===== src/rtl/gpio_irq_pkg.sv =====
package gpio_irq_pkg;

    typedef enum logic [1:0] {
        ACC_NONE  = 2'd0,
        ACC_WRITE = 2'd1,
        ACC_SET   = 2'd2,
        ACC_CLR   = 2'd3
    } acc_kind_e;

    localparam int REG_DOUT = 0;
    localparam int REG_DIN  = 1;
    localparam int REG_OE   = 2;
    localparam int REG_SEL  = 3;
    localparam int REG_EN   = 4;
    localparam int REG_LEV  = 5;
    localparam int REG_POL  = 6;
    localparam int REG_STAT = 7;
    localparam int NUM_REGS = 8;

    function automatic acc_kind_e decode_kind(input logic wr, input logic [3:0] lo);
        if (!wr)            return ACC_NONE;
        else if (lo == 4'h0) return ACC_WRITE;
        else if (lo == 4'h4) return ACC_SET;
        else if (lo == 4'h8) return ACC_CLR;
        else                return ACC_NONE;
    endfunction

endpackage


===== src/rtl/gpio_alias_reg.sv =====
module gpio_alias_reg
    import gpio_irq_pkg::*;
#(
    parameter int W = 32
) (
    input  logic         clk,
    input  logic         rst_n,
    input  logic         hit,
    input  acc_kind_e    kind,
    input  logic [W-1:0] wdata,
    output logic [W-1:0] q
);

    always_ff @(posedge clk) begin
        if (!rst_n) begin
            q <= '0;
        end else if (hit) begin
            unique case (kind)
                ACC_WRITE: q <= wdata;
                ACC_SET:   q <= q | wdata;
                ACC_CLR:   q <= q & ~wdata;
                default:   q <= q;
            endcase
        end
    end

    AST_IDLE_HOLDS: assert property (@(posedge clk) disable iff (!rst_n)
        !hit |=> $stable(q));

endmodule


===== src/rtl/gpio_sync.sv =====
module gpio_sync #(
    parameter int W = 32
) (
    input  logic         clk,
    input  logic         rst_n,
    input  logic [W-1:0] pin_in,
    output logic [W-1:0] sync_q,
    output logic [W-1:0] prev_q
);

    logic [W-1:0] meta_q;

    always_ff @(posedge clk) begin
        if (!rst_n) begin
            meta_q <= '0;
            sync_q <= '0;
            prev_q <= '0;
        end else begin
            meta_q <= pin_in;
            sync_q <= meta_q;
            prev_q <= sync_q;
        end
    end

endmodule


===== src/rtl/gpio_evt_detect.sv =====
module gpio_evt_detect #(
    parameter int W = 32
) (
    input  logic [W-1:0] cur,
    input  logic [W-1:0] prev,
    input  logic [W-1:0] sel,
    input  logic [W-1:0] lev,
    input  logic [W-1:0] pol,
    output logic [W-1:0] evt
);

    for (genvar b = 0; b < W; b++) begin : g_bit
        logic hit_b;
        always_comb begin
            unique case ({lev[b], pol[b]})
                2'b00:   hit_b = prev[b] & ~cur[b];
                2'b01:   hit_b = cur[b] & ~prev[b];
                2'b10:   hit_b = ~cur[b];
                default: hit_b = cur[b];
            endcase
        end
        assign evt[b] = sel[b] & hit_b;
    end

endmodule


===== src/rtl/gpio_stat.sv =====
module gpio_stat #(
    parameter int W = 32
) (
    input  logic         clk,
    input  logic         rst_n,
    input  logic [W-1:0] evt,
    input  logic [W-1:0] sel,
    input  logic         clr_hit,
    input  logic [W-1:0] clr_mask,
    output logic [W-1:0] stat_q
);

    logic [W-1:0] drop;

    assign drop = clr_hit ? clr_mask : '0;

    always_ff @(posedge clk) begin
        if (!rst_n) stat_q <= '0;
        else        stat_q <= (stat_q & ~drop) | evt;
    end

    AST_CLEAR_ONLY_BY_ALIAS: assert property (@(posedge clk) disable iff (!rst_n)
        (|($past(stat_q) & ~stat_q)) |-> $past(clr_hit));

    AST_SELECT_GATES: assert property (@(posedge clk) disable iff (!rst_n)
        ((stat_q & ~$past(stat_q) & ~$past(sel)) == '0));

    AST_SET_BEATS_CLEAR: assert property (@(posedge clk) disable iff (!rst_n)
        (|evt) |=> ((stat_q & $past(evt)) == $past(evt)));

endmodule


===== src/rtl/gpio_irq_port.sv =====
module gpio_irq_port
    import gpio_irq_pkg::*;
#(
    parameter int PIN_W  = 32,
    parameter int ADDR_W = 8
) (
    input  logic              clk,
    input  logic              rst_n,
    input  logic [ADDR_W-1:0] bus_addr,
    input  logic              bus_wr,
    input  logic [PIN_W-1:0]  bus_wdata,
    output logic [PIN_W-1:0]  bus_rdata,
    input  logic [PIN_W-1:0]  pin_in,
    output logic [PIN_W-1:0]  pin_out,
    output logic [PIN_W-1:0]  pin_oe,
    output logic              irq_out
);

    localparam int IDX_LSB = 4;
    localparam int IDX_W   = ADDR_W - IDX_LSB;

    logic [IDX_W-1:0] idx;
    acc_kind_e        kind;
    logic [PIN_W-1:0] bank [NUM_REGS];
    logic [PIN_W-1:0] sync_v, prev_v, evt_v, stat_v;

    assign idx  = bus_addr[ADDR_W-1:IDX_LSB];
    assign kind = decode_kind(bus_wr, bus_addr[3:0]);

    for (genvar g = 0; g < NUM_REGS; g++) begin : g_reg
        if (g == REG_DIN) begin : g_din
            assign bank[g] = sync_v;
        end else if (g == REG_STAT) begin : g_stat
            assign bank[g] = stat_v;
        end else begin : g_rw
            gpio_alias_reg #(.W(PIN_W)) u_reg (
                .clk   (clk),
                .rst_n (rst_n),
                .hit   ((kind != ACC_NONE) && (idx == IDX_W'(g))),
                .kind  (kind),
                .wdata (bus_wdata),
                .q     (bank[g])
            );
        end
    end

    gpio_sync #(.W(PIN_W)) u_sync (
        .clk    (clk),
        .rst_n  (rst_n),
        .pin_in (pin_in),
        .sync_q (sync_v),
        .prev_q (prev_v)
    );

    gpio_evt_detect #(.W(PIN_W)) u_evt (
        .cur  (sync_v),
        .prev (prev_v),
        .sel  (bank[REG_SEL]),
        .lev  (bank[REG_LEV]),
        .pol  (bank[REG_POL]),
        .evt  (evt_v)
    );

    gpio_stat #(.W(PIN_W)) u_stat (
        .clk      (clk),
        .rst_n    (rst_n),
        .evt      (evt_v),
        .sel      (bank[REG_SEL]),
        .clr_hit  ((kind == ACC_CLR) && (idx == IDX_W'(REG_STAT))),
        .clr_mask (bus_wdata),
        .stat_q   (stat_v)
    );

    always_comb begin
        if (idx < IDX_W'(NUM_REGS)) bus_rdata = bank[idx[2:0]];
        else                        bus_rdata = '0;
    end

    assign pin_out = bank[REG_DOUT];
    assign pin_oe  = bank[REG_OE];
    assign irq_out = |(stat_v & bank[REG_EN]);

    AST_IRQ_NEEDS_ENABLE: assert property (@(posedge clk) disable iff (!rst_n)
        irq_out |-> (|bank[REG_EN]));

endmodule


===== config.mk =====
export PLATFORM = sky130hd
export DESIGN_NAME = gpio_irq_port
export DESIGN_NICKNAME = d
export VERILOG_FILES = /design/src/rtl/gpio_irq_pkg.sv /design/src/rtl/gpio_alias_reg.sv /design/src/rtl/gpio_sync.sv /design/src/rtl/gpio_evt_detect.sv /design/src/rtl/gpio_stat.sv /design/src/rtl/gpio_irq_port.sv
export SDC_FILE = /design/constraint.sdc
export NUM_CORES = 1
export LEC_CHECK = 0
export BUFFER_PORTS_ARGS = -buffer_cell sky130_fd_sc_hd__buf_2
export CAP_MARGIN = 20
export CORE_ASPECT_RATIO = 0.8
export CORE_MARGIN = 2
export CORE_UTILIZATION = 57
export CTS_CLUSTER_SIZE = 30
export DETAILED_ROUTE_END_ITERATION = 16
export GPL_ROUTABILITY_DRIVEN = 0
export PLACE_DENSITY = 0.81
export SETUP_SLACK_MARGIN = 0.15
export SKIP_LAST_GASP = 1
export SYNTH_ARGS = -nofsm -noshare
export SYNTH_HDL_FRONTEND = slang
export SYNTH_SLANG_ARGS = --single-unit

===== constraint.sdc =====
create_clock -name clk -period 4.9 [get_ports clk]
set_input_delay 0.49 -clock clk [delete_from_list [all_inputs] [get_ports clk]]
set_output_delay 0.49 -clock clk [all_outputs]
set_load 0.02 [all_outputs]

==> metrics.yaml <==
status: "finished clean"
drt_iter0_drc: 1779
placed_cell_area_um2: 16700
pre_cts_slack_ns: 1.57
timing.rr.start: "u_sync.sync_q[23]"
grt_max_degree: 193
wire_per_inst_um: 25.7
worstSetupPathType: "primary input to output pin"
fin_nets: 1603
finalCritPeriodShare: 0.663
cts_buffers: 34
clockRootBuffer: "clkbuf_16"
drt_pass1_iterations: 6
cp.arrival_ns: 2.76
tightest_slew_ns: 1.17
finalHoldViolCount: 0
startpoint_type: "primary input"
layout_min_cycle_time_ns: 3.25
fin_skew_ns: 0.00844
io_buffers: 171
dp.final_hpwl_mm: 29.7
grt_pass1_wl_mm: 76.3
p_leak_nw: 7.65
ff2ff_path_depth: 3
max_cap_violations: 0
synth_seq_cells: 320
post_cts_resized: 0
clkTransAtPathRegs_ns: 0.06
grt_usage: 0.326
initial_core_util: 0.575
cp_max_fo: 39
min_path_type: "primary input to register"
end_kind: "output pin"
vias: 13900
rrSetupSlack_ns: 3.83
setup_viol: 0
area_growth_pct: 9.83
startpoint: "bus_addr[5]"
power_density_nw_per_um2: 315
drive_gt1_frac: 0.237
drc: 0
setup_tns_ns: 0
crit_required_ns: 4.41
syn_area_per_cell_um2: 10.6
antenna_found_initial: 2
std_cell_rows: 55
ios: 172
syn-cell-area_um2: 16200
vias_per_cell: 7.23
cpMostUsedCell: "buf_4"
yosysSeqAreaShare: 0.396
synthCells: 1534
max-slew-margin-rel: 0.220
ir_worst_vdd_mv: 0.276
htreeDepth: 2
crit_path_cell_trace: "buf_4, buf_4, mux4_2, a22o_1, buf_2"
core_area_um2: 28100
worstHoldStart: "pin_in[1]"
min_path_cells: 2
cts_setup_buffers: 0
synth-warning-count: 0
cpPeakStageDelay_ns: 0.64
fmax_ghz: 0.308
drtAntennaViolNets: 0
dieArea_um2: 29800
min_to: "u_sync.meta_q[1]"
max-clock-path-buffers: 3
setup_ws_ns: 1.65
cts_tree: "yes"
grt_pass1_vias: 13200
rsz0062_at_grt: "false"
syn_nets: 1609
synth.distinct_cells: 43
maxSlewViolCount: 0
cts.sinks: 320
dieHeight_um: 155
r2r_end: "u_stat.stat_q[23]"
die_width_um: 192
postLayoutCellArea_um2: 17800
slowest_stage: "buf_4"
insertion_delay_ns: 0.51
grt_overflow_total: 0
hold_buffers: 0
wirelength_mm: 49.3
## metrics by stage
stage               hold WS [ns]  cells   util  power, mW
CTS                        0.175   1914  0.631       5.60
finish                     0.179   1919  0.632       5.60
floorplan                  0.412   1534      -       2.97
global route               0.174   1918  0.632       5.76
detailed placement         0.418   1859  0.592       3.12
global placement           0.416   1859  0.592       3.12
## per-layer routing
layer,wire (um),track usage
met1,20100,0.450
met2,22100,0.493
met3,5410,0.0758
met4,1600,0.128
met5,0,0
## layout by cell type (no fill, tap or decap), drive strengths merged, types with 35 or more instances in the layout
master  Yosys  final
nand2      64     64
dfxtp     320    320
and4       44     44
mux4       64     64
nand4b     35     35
a221o     113    113
nor2b      35     35
and4b     157    157
nand4      39     39
and2       97     97
a211o      44     44
clkbuf    152     54
buf        92    202
## where the power goes
group | total [mW] | internal, mW | leakage [nW] | switching, mW
Sequential | 2.66 | 2.64 | 2.59 | 0.0226
Combinational | 0.425 | 0.126 | 4.53 | 0.299
Clock | 2.52 | 1.49 | 0.528 | 1.03
Total | 5.60 | 4.25 | 7.65 | 1.35
## registers in the layout, indices dropped and copies added, names as in the netlist
signal / count
g.g_rw.u_reg.q: 192
u_stat.stat_q: 32
u_sync.meta_q: 32
u_sync.prev_q: 32
u_sync.sync_q: 32
## synth_stat cells (all sizes together)
library cell	n	area share
a211o	44	0.024
a221o	113	0.070
a22o	32	0.017
a22oi	16	0.0074
a31o	32	0.017
a41oi	32	0.017
and2	97	0.037
and3b	1	0.00054
and4	44	0.024
and4b	157	0.097
buf	92	0.038
clkbuf	152	0.035
dfxtp	320	0.40
inv	32	0.0074
mux4	64	0.089
nand2	64	0.015
nand2b	1	0.00039
nand3	3	0.00093
nand3b	1	0.00046
nand4	39	0.015
nand4b	35	0.019
nand4bb	1	0.00070
nor2	1	0.00023
nor2b	35	0.014
nor3	7	0.0028
nor3b	2	0.00093
nor4b	1	0.00054
nor4bb	2	0.0012
o211ai	32	0.015
o21bai	32	0.015
o22ai	32	0.012
o311ai	3	0.0016
o31a	6	0.0032
o31ai	3	0.0020
or3	1	0.00039
or3b	2	0.0011
or4	1	0.00046
or4b	1	0.00085
xor2	1	0.00054
## critical path: cells and delay by family
kind | cells | cell delay, ns
buf+inv | 3 | 1.36
mux | 1 | 0.58
compound gates | 1 | 0.28
## how the worst max path moves through the flow
stage	cells past startpoint	endpoint	slack, ns
2_1_floorplan	5	bus_rdata[17]	2.39
3_3_place_gp	5	g_reg[3].g_rw.u_reg.q[21]	1.62
3_5_place_dp	5	g_reg[3].g_rw.u_reg.q[18]	1.57
4_1_cts	5	bus_rdata[30]	1.68
5_1_grt	5	bus_rdata[27]	1.57
6_report	5	bus_rdata[30]	1.65
## layout make-up
type | count | area [um2]
Inverter | 32 | 120
Clock buffer | 54 | 1070
Clock inverter | 1 | 5.00
Timing Repair Buffer | 202 | 1120
Fill cell | 2236 | 10400
Multi-Input combinational cell | 938 | 8600
Sequential cell | 320 | 6410
Antenna cell | 2 | 5.00
Tap cell | 370 | 463
## logic make-up after synthesis
logic type                Yosys count  share of synthesized area
AOI/OAI and AO/OA                 377                      0.202
xor gates and xnor gates            1                   0.000541
buffers and inverters             276                     0.0808
DFF                               320                      0.396
muxes                              64                     0.0890
and+or+nand+nor                   496                      0.232
No activity file was read; power rests on OpenSTA's default activity.
